## src/rtl/gpx_pkg.sv

```systemverilog
package gpx_pkg;
   localparam int unsigned GPX_W = 8;
   localparam logic [3:0] GPX_PREFIX = 4'b0100;

   localparam logic [7:0] RA_DIR  = 8'h00;
   localparam logic [7:0] RA_IPOL = 8'h01;
   localparam logic [7:0] RA_IEN  = 8'h02;
   localparam logic [7:0] RA_IDEF = 8'h03;
   localparam logic [7:0] RA_ICTL = 8'h04;
   localparam logic [7:0] RA_CFG  = 8'h05;
   localparam logic [7:0] RA_PUP  = 8'h06;
   localparam logic [7:0] RA_IFLG = 8'h07;
   localparam logic [7:0] RA_ICAP = 8'h08;
   localparam logic [7:0] RA_PORT = 8'h09;
   localparam logic [7:0] RA_OLAT = 8'h0A;

   localparam int unsigned CFG_SEQ_OFF = 5;
   localparam int unsigned CFG_ADDR_EN = 3;
   localparam logic [7:0] CFG_WMASK = 8'h6F;

   typedef enum logic [1:0] {
      ST_OP,
      ST_REG,
      ST_DATA,
      ST_SKIP
   } frame_st_e;
endpackage

```

## src/rtl/gpx_spi_phy.sv

```systemverilog
module gpx_spi_phy #(
   parameter int unsigned W           = 8,
   parameter int unsigned SYNC_STAGES = 2
) (
   input  logic         clk,
   input  logic         rst_n,
   input  logic         sck,
   input  logic         cs_n,
   input  logic         mosi,
   input  logic         load_en,
   input  logic [W-1:0] load_data,
   output logic         miso,
   output logic         sel,
   output logic         byte_done,
   output logic [W-1:0] rx_byte
);
   localparam int unsigned CW = $clog2(W);
   localparam logic [CW-1:0] LAST_BIT = CW'(W - 1);

   generate
      if (SYNC_STAGES < 2) begin : g_bad_sync
         $error("gpx_spi_phy: SYNC_STAGES must be at least 2");
      end
      if (W < 3) begin : g_bad_width
         $error("gpx_spi_phy: W must be at least 3");
      end
   endgenerate

   logic [SYNC_STAGES-1:0] sck_s, cs_s, mosi_s;
   logic          sck_d;
   logic [CW-1:0] bit_cnt;
   logic [W-2:0]  rx_sh;
   logic [W-1:0]  tx_sh;
   logic          sck_now, mosi_now, rise, fall;

   always_ff @(posedge clk or negedge rst_n) begin
      if (!rst_n) begin
         sck_s  <= '0;
         cs_s   <= '1;
         mosi_s <= '0;
      end else begin
         sck_s  <= {sck_s[SYNC_STAGES-2:0], sck};
         cs_s   <= {cs_s[SYNC_STAGES-2:0], cs_n};
         mosi_s <= {mosi_s[SYNC_STAGES-2:0], mosi};
      end
   end

   assign sck_now  = sck_s[SYNC_STAGES-1];
   assign mosi_now = mosi_s[SYNC_STAGES-1];
   assign sel      = ~cs_s[SYNC_STAGES-1];
   assign rise     = sck_now & ~sck_d;
   assign fall     = ~sck_now & sck_d;

   always_ff @(posedge clk or negedge rst_n) begin
      if (!rst_n) begin
         sck_d   <= 1'b0;
         bit_cnt <= '0;
         rx_sh   <= '0;
         tx_sh   <= '0;
      end else begin
         sck_d <= sck_now;
         if (!sel) begin
            bit_cnt <= '0;
         end else if (rise) begin
            rx_sh   <= {rx_sh[W-3:0], mosi_now};
            bit_cnt <= bit_cnt + 1'b1;
         end
         if (sel && fall) begin
            if (bit_cnt == '0) tx_sh <= load_en ? load_data : '0;
            else               tx_sh <= {tx_sh[W-2:0], 1'b0};
         end
      end
   end

   assign byte_done = sel & rise & (bit_cnt == LAST_BIT);
   assign rx_byte   = {rx_sh, mosi_now};
   assign miso      = sel & tx_sh[W-1];
endmodule

```

## src/rtl/gpx_frame_ctl.sv

```systemverilog
module gpx_frame_ctl
   import gpx_pkg::*;
(
   input  logic       clk,
   input  logic       rst_n,
   input  logic       sel,
   input  logic       byte_done,
   input  logic [7:0] rx_byte,
   input  logic [2:0] hw_addr,
   input  logic       addr_chk_en,
   input  logic       seq_off,
   output logic       wr_en,
   output logic       rd_phase,
   output logic [7:0] ptr
);
   frame_st_e state;
   logic      rw_q;
   logic      op_ok;

   assign op_ok = (rx_byte[7:4] == GPX_PREFIX) &&
                  (!addr_chk_en || (rx_byte[3:1] == hw_addr));

   always_ff @(posedge clk or negedge rst_n) begin
      if (!rst_n) begin
         state <= ST_OP;
         rw_q  <= 1'b0;
         ptr   <= '0;
      end else if (!sel) begin
         state <= ST_OP;
      end else if (byte_done) begin
         unique case (state)
            ST_OP: begin
               rw_q  <= rx_byte[0];
               state <= op_ok ? ST_REG : ST_SKIP;
            end
            ST_REG: begin
               ptr   <= rx_byte;
               state <= ST_DATA;
            end
            ST_DATA: begin
               if (!seq_off) ptr <= (ptr == RA_OLAT) ? 8'h00 : ptr + 8'd1;
            end
            default: state <= ST_SKIP;
         endcase
      end
   end

   assign wr_en    = byte_done && (state == ST_DATA) && !rw_q;
   assign rd_phase = (state == ST_DATA) && rw_q;
endmodule

```

## src/rtl/gpx_regfile.sv

```systemverilog
module gpx_regfile
   import gpx_pkg::*;
#(
   parameter int unsigned W = 8
) (
   input  logic         clk,
   input  logic         rst_n,
   input  logic         wr_en,
   input  logic [7:0]   addr,
   input  logic [W-1:0] wr_data,
   input  logic [W-1:0] pad_in,
   input  logic [W-1:0] irq_flag_i,
   input  logic [W-1:0] irq_cap_i,
   output logic [W-1:0] rd_data,
   output logic [W-1:0] dir_q,
   output logic [W-1:0] ien_q,
   output logic [W-1:0] idef_q,
   output logic [W-1:0] ictl_q,
   output logic [W-1:0] cfg_q,
   output logic [W-1:0] pup_q,
   output logic [W-1:0] olat_q
);
   logic [W-1:0] ipol_q;
   logic [W-1:0] port_view;

   for (genvar i = 0; i < W; i++) begin : g_pin_view
      assign port_view[i] = pad_in[i] ^ ipol_q[i];
   end

   always_ff @(posedge clk or negedge rst_n) begin
      if (!rst_n) begin
         dir_q  <= '1;
         ipol_q <= '0;
         ien_q  <= '0;
         idef_q <= '0;
         ictl_q <= '0;
         cfg_q  <= '0;
         pup_q  <= '0;
         olat_q <= '0;
      end else if (wr_en) begin
         case (addr)
            RA_DIR:  dir_q  <= wr_data;
            RA_IPOL: ipol_q <= wr_data;
            RA_IEN:  ien_q  <= wr_data;
            RA_IDEF: idef_q <= wr_data;
            RA_ICTL: ictl_q <= wr_data;
            RA_CFG:  cfg_q  <= wr_data & CFG_WMASK;
            RA_PUP:  pup_q  <= wr_data;
            RA_PORT,
            RA_OLAT: olat_q <= wr_data;
            default: ;
         endcase
      end
   end

   always_comb begin
      case (addr)
         RA_DIR:  rd_data = dir_q;
         RA_IPOL: rd_data = ipol_q;
         RA_IEN:  rd_data = ien_q;
         RA_IDEF: rd_data = idef_q;
         RA_ICTL: rd_data = ictl_q;
         RA_CFG:  rd_data = cfg_q;
         RA_PUP:  rd_data = pup_q;
         RA_IFLG: rd_data = irq_flag_i;
         RA_ICAP: rd_data = irq_cap_i;
         RA_PORT: rd_data = port_view;
         RA_OLAT: rd_data = olat_q;
         default: rd_data = '0;
      endcase
   end
endmodule

```

## src/rtl/gpx_spi_expander.sv

```systemverilog
module gpx_spi_expander
   import gpx_pkg::*;
#(
   parameter int unsigned PIN_COUNT   = 8,
   parameter int unsigned SYNC_STAGES = 2
) (
   input  logic                 clk,
   input  logic                 rst_n,
   input  logic                 spi_sck,
   input  logic                 spi_cs_n,
   input  logic                 spi_mosi,
   output logic                 spi_miso,
   input  logic [2:0]           hw_addr,
   input  logic [PIN_COUNT-1:0] pad_in,
   output logic [PIN_COUNT-1:0] pad_out,
   output logic [PIN_COUNT-1:0] pad_oe,
   output logic [PIN_COUNT-1:0] pad_pull_en,
   input  logic [PIN_COUNT-1:0] irq_flag_i,
   input  logic [PIN_COUNT-1:0] irq_cap_i,
   output logic [PIN_COUNT-1:0] irq_en_o,
   output logic [PIN_COUNT-1:0] irq_defval_o,
   output logic [PIN_COUNT-1:0] irq_ctl_o,
   output logic [PIN_COUNT-1:0] cfg_o
);
   generate
      if (PIN_COUNT != GPX_W) begin : g_bad_pins
         $error("gpx_spi_expander: PIN_COUNT must match the byte-wide register width");
      end
   endgenerate

   logic                 sel, byte_done, wr_en, rd_phase;
   logic [GPX_W-1:0]     rx_byte;
   logic [7:0]           ptr;
   logic [PIN_COUNT-1:0] rd_data, dir_q;

   gpx_spi_phy #(.W(GPX_W), .SYNC_STAGES(SYNC_STAGES)) i_phy (
      .clk       (clk),
      .rst_n     (rst_n),
      .sck       (spi_sck),
      .cs_n      (spi_cs_n),
      .mosi      (spi_mosi),
      .load_en   (rd_phase),
      .load_data (rd_data),
      .miso      (spi_miso),
      .sel       (sel),
      .byte_done (byte_done),
      .rx_byte   (rx_byte)
   );

   gpx_frame_ctl i_ctl (
      .clk         (clk),
      .rst_n       (rst_n),
      .sel         (sel),
      .byte_done   (byte_done),
      .rx_byte     (rx_byte),
      .hw_addr     (hw_addr),
      .addr_chk_en (cfg_o[CFG_ADDR_EN]),
      .seq_off     (cfg_o[CFG_SEQ_OFF]),
      .wr_en       (wr_en),
      .rd_phase    (rd_phase),
      .ptr         (ptr)
   );

   gpx_regfile #(.W(PIN_COUNT)) i_regs (
      .clk        (clk),
      .rst_n      (rst_n),
      .wr_en      (wr_en),
      .addr       (ptr),
      .wr_data    (rx_byte),
      .pad_in     (pad_in),
      .irq_flag_i (irq_flag_i),
      .irq_cap_i  (irq_cap_i),
      .rd_data    (rd_data),
      .dir_q      (dir_q),
      .ien_q      (irq_en_o),
      .idef_q     (irq_defval_o),
      .ictl_q     (irq_ctl_o),
      .cfg_q      (cfg_o),
      .pup_q      (pad_pull_en),
      .olat_q     (pad_out)
   );

   assign pad_oe = ~dir_q;
endmodule

```

## config.mk

```make
export PLATFORM = sky130hd
export DESIGN_NAME = gpx_spi_expander
export DESIGN_NICKNAME = d
export VERILOG_FILES = /design/src/rtl/gpx_pkg.sv /design/src/rtl/gpx_spi_phy.sv /design/src/rtl/gpx_frame_ctl.sv /design/src/rtl/gpx_regfile.sv /design/src/rtl/gpx_spi_expander.sv
export SDC_FILE = /design/constraint.sdc
export NUM_CORES = 1
export LEC_CHECK = 0
export BUFFER_PORTS_ARGS = -buffer_cell sky130_fd_sc_hd__buf_2
export CORE_MARGIN = 8
export CORE_UTILIZATION = 30
export DETAILED_ROUTE_END_ITERATION = 8
export GPL_TIMING_DRIVEN = 0
export HOLD_SLACK_MARGIN = 0.15
export SLEW_MARGIN = 10
export SYNTH_ARGS = -nofsm -noshare
export SYNTH_HDL_FRONTEND = slang
export SYNTH_SLANG_ARGS = --single-unit
```

## constraint.sdc

```tcl
create_clock -name clk -period 5.2 [get_ports clk]
set_input_delay 0 -clock clk [delete_from_list [all_inputs] [get_ports clk]]
set_output_delay 0 -clock clk [all_outputs]
set_load 0.05 [all_outputs]
```

==> results.json, run 1 <==
{
  "status": "completed",
  "clkLatencyLatePin_ns": 0.36,
  "cp-end-kind": "flip-flop",
  "grt_pass1_wl_mm": 24.4,
  "cap_violations": 0,
  "area_growth_syn_to_layout_pct": 22.4,
  "postRouteAntennaNets": 0,
  "setup_viol": 0,
  "worstPathCellList": "inv_1, ha_1, clkbuf_1, clkbuf_1, nand2_1, nor2_8, mux2_2",
  "mostFrequentLayoutCell": "dfrtp_1",
  "die_width_um": 144,
  "drive_gt1_share_pct": 37.6,
  "fin_crit_sh_pct": 56.8,
  "antenna_found_initial": 0,
  "met2_usage_pct": 24.7,
  "routed_wl_mm": 15.9,
  "arrival_ns": 3.19,
  "worstMarginPinSlew_ns": 1.07,
  "track_usage_pct": 15.6,
  "drtIter0Drc": 364,
  "mostFrequentLayoutCells": "88 x dfrtp_1, 86 x buf_2, 65 x mux2_2, 23 x clkbuf_1, 22 x nor2_1",
  "ys_seq_area_share_pct": 50.0,
  "start_util_pct": 30.2,
  "cts_max_level": 3,
  "critPathMaxStageDelay_ns": 0.63,
  "nets": 571,
  "ctsResizeCount": 0,
  "timing.final.hold_violations": 0,
  "numClockSinks": 98,
  "rsz0062_at_grt": "no",
  "cts_tree": "built",
  "top_usage_layer": "met2",
  "relSlewSlack_pct": 28.7,
  "hp-class": "input pin to asynchronous set/reset pin",
  "async_flop_share_pct": 100,
  "synth.distinct_cells": 55,
  "fmax_mhz": 339,
  "netlist_area_mm2": 0.00493,
  "clockBufferDepth": 2,
  "grt_max_degree": 66,
  "crit_fanout": 10,
  "cp-start-kind": "flip-flop",
  "drv_slew": 0,
  "powerDensity_mw_per_mm2": 282,
  "ios": 89,
  "post-dp-hpwl_mm": 11.5,
  "fin_crit_ns": 2.95,
  "grtUsageMet3_pct": 3.57,
  "synth_edf_count": 0,
  "dieHeight_um": 144,
  "vdd_ir_drop_max_v": 0.000145,
  "drtPass1Iterations": 6,
  "antenna_cells": 0,
  "crit_type": "flip-flop to flip-flop",
  "yosysWarnings": 0,
  "fp-row-count": 47,
  "grt_pass1_vias": 4209,
  "p_leak_uw": 0.00279,
  "place_congestion": 0.856,
  "routed_via_density": 5.32,
  "cts_inserted_buffers": 9,
  "cp_top_family": "buffers and inverters",
  "synth_area_per_cell_um2": 11.6,
  "wl_per_cell_um": 21.0,
  "yosys_register_bits": 98,
  "fillers": 1655,
  "cp.required_ns": 5.44,
  "core-area_mm2": 0.0163,
  "ys.flop_type": "dfrtp_1",
  "root_buffer": "clkbuf_16",
  "tns_ns": 0,
  "clock_skew_ns": 0.0118,
  "portBuffers": 86,
  "slowest_stage": "clkbuf_1",
  "fin_hold_ws_ns": 0.149,
  "dieArea_mm2": 0.0208,
  "use_met1_pct": 20.5,
  "vias": 4026,
  "overflow": 0,
  "clk_pin_slew_ns": 0.07,
  "cp_common_cell": "clkbuf_1",
  "synth_cells": 426,
  "drc": 0,
  "path_buf_inv": 3
}
## path summary, 6_finish.rpt
kind                            slack, ns         endpoint       startpoint  cells past startpoint
worst max-delay path                 2.25  i_regs.pup_q[4]     i_ctl.ptr[0]                      7
worst min-delay path                 0.15  i_phy.mosi_s[0]            rst_n                      2
worst max register to register       2.25  i_regs.pup_q[4]     i_ctl.ptr[0]                      7
worst min register to register       0.35  i_phy.mosi_s[1]  i_phy.mosi_s[0]                      0
max in group asynchronous            4.33  i_regs.dir_q[4]            rst_n                      3
min in group clk                     0.19   i_phy.tx_sh[2]     irq_cap_i[2]                      5
## kinds of logic after synthesis
family                   synth area share (%)
AO/OA/AOI/OAI                            14.0
XOR/XNOR                                 1.95
adder cells (fa/ha/maj)                  1.78
buffers and inverters                    4.75
flip-flops                               50.0
multiplexers                             16.6
other                                  0.0761
AND/OR/NAND/NOR                          10.9
## area by class of cell
| class | instances | area [um2] | area share (%) |
|---|---|---|---|
| clock buffers | 9 | 225 | 3.73 |
| well taps | 220 | 275 | 4.56 |
| repair buffers | 94 | 531 | 8.79 |
| plain buffers | 34 | 170 | 2.82 |
| inverters | 17 | 63.8 | 1.06 |
| flip-flops and latches | 98 | 2460 | 40.8 |
| clock inverters | 7 | 70.1 | 1.16 |
| multi-input cells | 278 | 2230 | 37.0 |
## metrics by stage
step	instance area [um2]	util (%)	std cells	setup slack, ns	total power, uW
after CTS	6030	36.9	757	2.27	1720
after floorplan	4930	-	427	3.06	948
after detailed placement	5670	34.7	734	2.28	1050
final	6030	36.9	757	2.25	1700
after global placement	5640	34.5	733	2.33	1040
after global routing	6030	36.9	757	2.21	1780
## power breakdown
| part | switching (uW) | internal [uW] | total, uW | leakage, uW |
|---|---|---|---|---|
| combinational | 140 | 73.8 | 214 | 0.00135 |
| clock | 324 | 338 | 662 | 0.000142 |
| sequential | 26.7 | 797 | 823 | 0.00130 |
## what timing repair did
action | CTS | global route
hold endpoints to repair | 98 | 0
buffers inserted | 0 | 0
hold buffers | 7 | 0
endpoints found under the setup margin | 0 | 0
## Yosys cell counts (10+ instances only)
library cell,count,share of area [%]
dfrtp_1,88,45
mux2_2,65,15
clkbuf_1,23,1.8
nor2_1,22,1.7
inv_1,17,1.3
o21ai_0,17,1.7
a21oi_1,16,1.6
o22ai_1,16,2.0
nand2_1,15,1.1
a22oi_1,14,2.1
a222oi_1,13,2.6
dfstp_2,10,5.3
## per-layer routing
metal  share of wire [%]  routed length (um)
met4                 1.8                 293
met2                  48                7590
met1                  43                6810
met3                 7.4                1170
met5                   0                   0
## state kept, by name (all words and copies together), names as in the netlist, 2 cells and up
name	flops
i_phy.tx_sh	8
i_regs.olat_q	8
i_regs.ien_q	8
i_phy.mosi_s	2
i_regs.ipol_q	8
i_regs.ictl_q	8
i_phy.sck_s	2
i_ctl.state	2
i_regs.cfg_q	6
i_phy.bit_cnt	3
i_phy.rx_sh	7
i_regs.pup_q	8
i_ctl.ptr	8
i_phy.cs_s	2
i_regs.idef_q	8
i_regs.dir_q	8
Note: power is estimated with default switching activity, not from simulation.
==> run 2: changes to the inputs <==
- ABC_AREA: not set -> 1
- clock period: 5.2 -> 2.87 ns (I/O delays scaled with it)
==> run 2 against run 1 <==
  * Clock power grew 86%
  * Synthesized area shrank 1.8%
  * First-iteration DRC count shrank 16%
==> results.json, run 2 <==
{
  "status": "completed",
  "hp-class": "input pin to asynchronous set/reset pin",
  "yosysTopAreaCell": "dfrtp_1",
  "vias": 4336,
  "cp-start-kind": "flip-flop",
  "crit_fanout": 10,
  "stdcell_count": 946,
  "routed_wl_mm": 15.2,
  "grt_pass1_vias": 4169,
  "worstPathCellList": "nor2_1, nand2_1, buf_2, nor2_1, nand2_1, nand2_1, dlygate4sd3_1, nor2_1, nand2_1, nor2_1, o21bai_1",
  "portBuffers": 86,
  "netlist.area_leader.share_pct": 45.5,
  "synth_edf_count": 0,
  "mostFrequentLayoutCell": "nand2_1",
  "p_leak_uw": 0.00292,
  "routed_via_density": 4.58,
  "cap_violations": 0,
  "seq_power_share_pct": 49.7,
  "drive_gt1_share_pct": 17.7,
  "regArea_mm2": 0.00246,
  "p_int_uw": 2210,
  "async_flop_share_pct": 100,
  "fillers": 1689,
  "synth_cells": 617,
  "numClockSinks": 98,
  "post-dp-hpwl_mm": 11.3,
  "powerDensity_mw_per_mm2": 492,
  "synth_common_cells": "207 x nand2_1, 88 x dfrtp_1, 86 x o21ai_0",
  "yosys_register_bits": 98,
  "arrival_ns": 2.93,
  "switching_share_pct": 24.7,
  "critPathMaxStageDelay_ns": 0.59,
  "place_congestion": 0.889,
  "rsz0062_at_grt": "no",
  "core-area_mm2": 0.0158,
  "drc": 0,
  "relSlewSlack_pct": 32.4,
  "postRouteAntennaNets": 0,
  "die_width_um": 143,
  "path_buf_inv": 2,
  "clk_pin_slew_ns": 0.07,
  "antenna_found_initial": 0,
  "fin_crit_sh_pct": 92.7,
  "netlist_area_mm2": 0.00484,
  "cp-end-kind": "flip-flop",
  "slowest_stage": "nor2_1",
  "nets": 764,
  "ctsResizeCount": 0,
  "switchingPower_uw": 726,
  "yosys-top-cells-area": "dfrtp_1 46%, nand2_1 16%, o21ai_0 8.9%",
  "grt_pass1_wl_mm": 23.7,
  "area_growth_syn_to_layout_pct": 23.3,
  "cts_max_level": 3,
  "final_cell_area_mm2": 0.00597,
  "antenna_cells": 0,
  "vdd_ir_drop_max_v": 0.000230,
  "synth_area_per_cell_um2": 7.84,
  "drtIter0Drc": 305,
  "fmax_mhz": 376,
  "worstMarginPinSlew_ns": 1.01,
  "crit_type": "flip-flop to flip-flop",
  "ys.flop_type": "dfrtp_1",
  "finalPower_uw": 2940,
  "grt_max_degree": 60,
  "overflow": 0,
  "track_usage_pct": 15.3,
  "clockBufferDepth": 2,
  "ios": 89,
  "p_comb_share_pct": 8.3,
  "mostFrequentLayoutCells": "207 x nand2_1, 92 x buf_2, 88 x dfrtp_1, 86 x o21ai_0, 60 x nor2_1",
  "fin_crit_ns": 2.66,
  "dp_cells": 921,
  "drtPass1Iterations": 5,
  "dieArea_mm2": 0.0205,
  "clock_skew_ns": 0.00608,
  "cp_top_family": "simple AND/OR/NAND/NOR gates",
  "start_util_pct": 30.6,
  "clkLatencyLatePin_ns": 0.34,
  "tns_ns": 0,
  "dieHeight_um": 143,
  "synth.distinct_cells": 31,
  "cts_inserted_buffers": 9,
  "cp.required_ns": 3.13,
  "cts_tree": "built",
  "yosysWarnings": 0,
  "multi_input_area_mm2": 0.00207,
  "clockPowerShare_pct": 42.0,
  "fin_hold_ws_ns": 0.146,
  "drv_slew": 0,
  "ys_seq_area_share_pct": 50.9,
  "setup_viol": 0,
  "fp-row-count": 46,
  "timing.final.hold_violations": 0,
  "root_buffer": "clkbuf_16",
  "wl_per_cell_um": 16.0,
  "placed_cell_area_mm2": 0.00558,
  "yosysMostFrequentCell": "nand2_1"
}
[run 2: cell types whose count changed in the layout (fill, tap and decap cells not counted), sizes merged, moves of 7 or more]
cell	before	now
inv	21	50
a21oi	16	31
nand3	6	23
a22oi	14	7
nor2	28	63
o22ai	16	1
nand2	15	207
a222oi	13	0
mux2	71	0
clkbuf	32	19
o21ai	20	86
nor2b	7	0
[run 2: power by group through the flow]
stage | Clock, uW | Combinational [uW] | Sequential, uW
after global placement | 0 | 232 | 1490
after floorplan | 0 | 100 | 1470
final | 1230 | 243 | 1460
after detailed placement | 0 | 238 | 1490
after CTS | 1260 | 250 | 1460
after global routing | 1310 | 270 | 1470
[run 2: layout make-up]
type | instances | share of cell area (%)
flip-flops and latches | 98 | 41.3
well taps | 216 | 4.53
plain buffers | 19 | 2.03
inverters | 51 | 3.21
clock buffers | 14 | 4.42
multi-input cells | 450 | 34.6
repair buffers | 96 | 9.29
clock inverters | 2 | 0.587
[run 2: logic make-up (layout without fill, tap and decap cells)]
| logic type | after synthesis | count (layout) | synth area share (%) |
|---|---|---|---|
| other | 1 | 2 | 0.0775 |
| XOR/XNOR | 9 | 9 | 1.63 |
| AO/OA/AOI/OAI | 129 | 129 | 14.0 |
| adder cells (fa/ha/maj) | 7 | 7 | 1.81 |
| buffers and inverters | 70 | 182 | 6.46 |
| flip-flops | 98 | 98 | 50.9 |
| AND/OR/NAND/NOR | 303 | 303 | 25.1 |
[run 2: layer usage]
layer / wire length (um) / track usage, %
met1: 7000 / 20.4
met5: 0 / 0
met4: 230 / 5.26
met3: 709 / 2.84
met2: 7220 / 24.3
[run 2: worst register-to-register path, cell delays in order, from the launching register on]
cell	delay (ns)
dfrtp_1	0.41
nor2_1	0.09
nand2_1	0.20
buf_2	0.26
nor2_1	0.59
nand2_1	0.11
nand2_1	0.09
dlygate4sd3_1	0.54
nor2_1	0.05
nand2_1	0.06
nor2_1	0.04
o21bai_1	0.13
[run 2: worst paths after layout]
path	start	depth (start not counted)	slack (ns)	to
max reg2reg	i_ctl.ptr[7]	11	0.21	i_phy.tx_sh[7]
min in group clk	hw_addr[2]	6	0.16	i_ctl.state[1]
min	rst_n	2	0.15	i_ctl.ptr[6]
max in group asynchronous	rst_n	3	2.05	i_regs.dir_q[7]
max	i_ctl.ptr[7]	11	0.21	i_phy.tx_sh[7]
min reg2reg	i_phy.mosi_s[0]	0	0.35	i_phy.mosi_s[1]
[run 2: repair_timing]
action                                 4_1_cts  5_1_grt
hold buffers                                 9        0
endpoints found under the hold margin       96        0
setup buffers                                0        0
[run 2: per-stage QoR]
stage | utilization, % | setup slack [ns]
2_1_floorplan | - | 1.13
3_3_place_gp | 35.0 | 0.499
3_5_place_dp | 35.2 | 0.499
4_1_cts | 37.7 | 0.178
5_1_grt | 37.7 | 0.0151
6_report | 37.7 | 0.208
==> run 3: changes to the inputs <==
- CORE_MARGIN: 8 -> 2
- SKIP_CTS_REPAIR_TIMING: not set -> 1
==> run 3 against run 2 <==
  * Clock skew increased by 0.0072 ns
  * First-iteration DRC count shrank 16%
  * Register-to-register slack gained 0.03 ns
  * Hold slack got worse by 0.016 ns
  * Sequential power about the same
  * Cell area up 0.69%
  * Worst setup slack better by 0.031 ns
  * Fmax increased by 1.2%
  * Critical path depth fell by 2
  * Combinational power hardly changed
==> results.json, run 3 (same netlist as run 2, synthesis figures left out) <==
{
  "drc": 0,
  "cp_common_cell": "nor2_1",
  "grt_pass1_wl_mm": 22.9,
  "worstPathCellList": "nor2_1, nand2_1, buf_2, nor2_1, nand2_1, nand4_1, dlygate4sd3_1, nor2_1, o21ai_0",
  "placed_cell_area_mm2": 0.00557,
  "pre_cts_slack_ns": 0.514,
  "wl_per_cell_um": 15.7,
  "hold_path_startpoint": "irq_flag_i[7]",
  "grt_max_degree": 53,
  "overflow": 0,
  "cp_top_family": "simple AND/OR/NAND/NOR gates",
  "whs_endpoint": "i_phy.tx_sh[7]",
  "setup_viol": 0,
  "cts_inserted_buffers": 9,
  "grt_pass1_vias": 4170,
  "arrival_ns": 2.89,
  "clockBufferDepth": 2,
  "post-dp-hpwl_mm": 10.7,
  "finalPower_uw": 3190,
  "p_leak_uw": 0.00294,
  "worstMarginPinSlew_ns": 1.07,
  "slowest_stage": "nor2_1",
  "postRouteAntennaNets": 0,
  "timing.final.hold_violations": 0,
  "start_util_pct": 30.6,
  "hp-class": "input pin to flip-flop",
  "nets": 762,
  "root_buffer": "clkbuf_16",
  "dieHeight_um": 131,
  "reg2reg_slack_ns": 0.24,
  "drv_slew": 0,
  "fp-row-count": 46,
  "antenna_cells": 0,
  "rsz0062_at_grt": "no",
  "vdd_ir_drop_max_v": 0.000340,
  "clkLatencyLatePin_ns": 0.35,
  "clock_skew_ns": 0.0133,
  "cp-end-kind": "flip-flop",
  "drtIter0Drc": 255,
  "crit_fanout": 10,
  "path_buf_inv": 2,
  "relSlewSlack_pct": 27.9,
  "cap_violations": 0,
  "numClockSinks": 98,
  "cts_tree": "built",
  "regToRegStartpoint": "i_ctl.ptr[5]",
  "fmax_mhz": 380,
  "dieArea_mm2": 0.0172,
  "area_growth_syn_to_layout_pct": 24.1,
  "ios": 89,
  "critPathMaxStageDelay_ns": 0.60,
  "crit_type": "flip-flop to flip-flop",
  "cp.depth": 9,
  "fillers": 1672,
  "mostFrequentLayoutCell": "nand2_1",
  "cp.required_ns": 3.13,
  "cts_max_level": 3,
  "routed_via_density": 4.66,
  "core-area_mm2": 0.0158,
  "status": "completed",
  "clk_pin_slew_ns": 0.07,
  "regArea_mm2": 0.00246,
  "drtPass1Iterations": 5,
  "fin_crit_ns": 2.63,
  "final_cell_area_mm2": 0.00601,
  "antenna_found_initial": 0,
  "multi_input_area_mm2": 0.00207,
  "fin_crit_sh_pct": 91.7,
  "powerDensity_mw_per_mm2": 531,
  "drive_gt1_share_pct": 18.1,
  "tns_ns": 0,
  "r2r_cells": 9,
  "place_congestion": 0.921,
  "cp-start-kind": "flip-flop",
  "regToRegEndpoint": "i_phy.tx_sh[0]",
  "track_usage_pct": 17.9,
  "portBuffers": 86,
  "die_width_um": 131,
  "routed_wl_mm": 14.8,
  "setup_ws_ns": 0.240,
  "vias": 4403,
  "mostFrequentLayoutCells": "207 x nand2_1, 92 x buf_2, 88 x dfrtp_1, 86 x o21ai_0, 60 x nor2_1",
  "min_path_cells": 7
}
run 3: cell types whose count changed in the layout (fill, tap and decap cells not counted), moves of 2 or more:
cell and delta:
dlygate4sd3_1 -2, bufinv_16 +3, clkbuf_8 -2, clkbuf_1 -3
run 3: worst reg2reg max path: stages (launching register included):
cell	delay, ns
dfrtp_1	0.42
nor2_1	0.10
nand2_1	0.21
buf_2	0.26
nor2_1	0.60
nand2_1	0.11
nand4_1	0.12
dlygate4sd3_1	0.57
nor2_1	0.05
o21ai_0	0.14
run 3: worst max-delay path by stage:
stage / startpoint / to / slack, ns
final: i_ctl.ptr[5] / i_phy.tx_sh[0] / 0.24
after global routing: i_ctl.ptr[6] / i_phy.tx_sh[0] / 0.09
after CTS: i_ctl.state[0] / i_regs.ipol_q[7] / 0.49
after detailed placement: i_ctl.state[0] / i_regs.ipol_q[7] / 0.51
after global placement: i_ctl.state[0] / i_regs.ictl_q[6] / 0.54
after floorplan: i_ctl.ptr[0] / i_regs.ictl_q[6] / 1.13
run 3: per-layer routing:
layer,GRT usage (%),wire [um]
met3,2.52,608
met5,0,0
met1,24.9,6920
met2,28.6,6990
met4,6.13,270
run 3: report_power, final:
part           internal (uW)  total (uW)  switching (uW)  leakage, uW
registers               1430        1460            34.0      0.00130
clock network            941        1490             545     0.000180
logic                   59.8         245             185      0.00145
total                   2430        3190             764      0.00294
run 3: stage by stage:
step	util, %	cells	hold slack [ns]
global placement	35.0	920	0.106
finish	38.0	944	0.130
detailed placement	35.2	921	0.0882
floorplan	-	618	-0.296
global route	38.0	944	0.217
CTS	37.5	937	-0.277
run 3: final cells by class:
class | count | area share, %
Clock inverter | 7 | 2.31
Tap cell | 216 | 4.50
Buffer | 19 | 2.02
Sequential cell | 98 | 41.0
Inverter | 51 | 3.19
Multi-Input combinational cell | 450 | 34.4
Timing Repair Buffer | 94 | 8.83
Clock buffer | 9 | 3.75
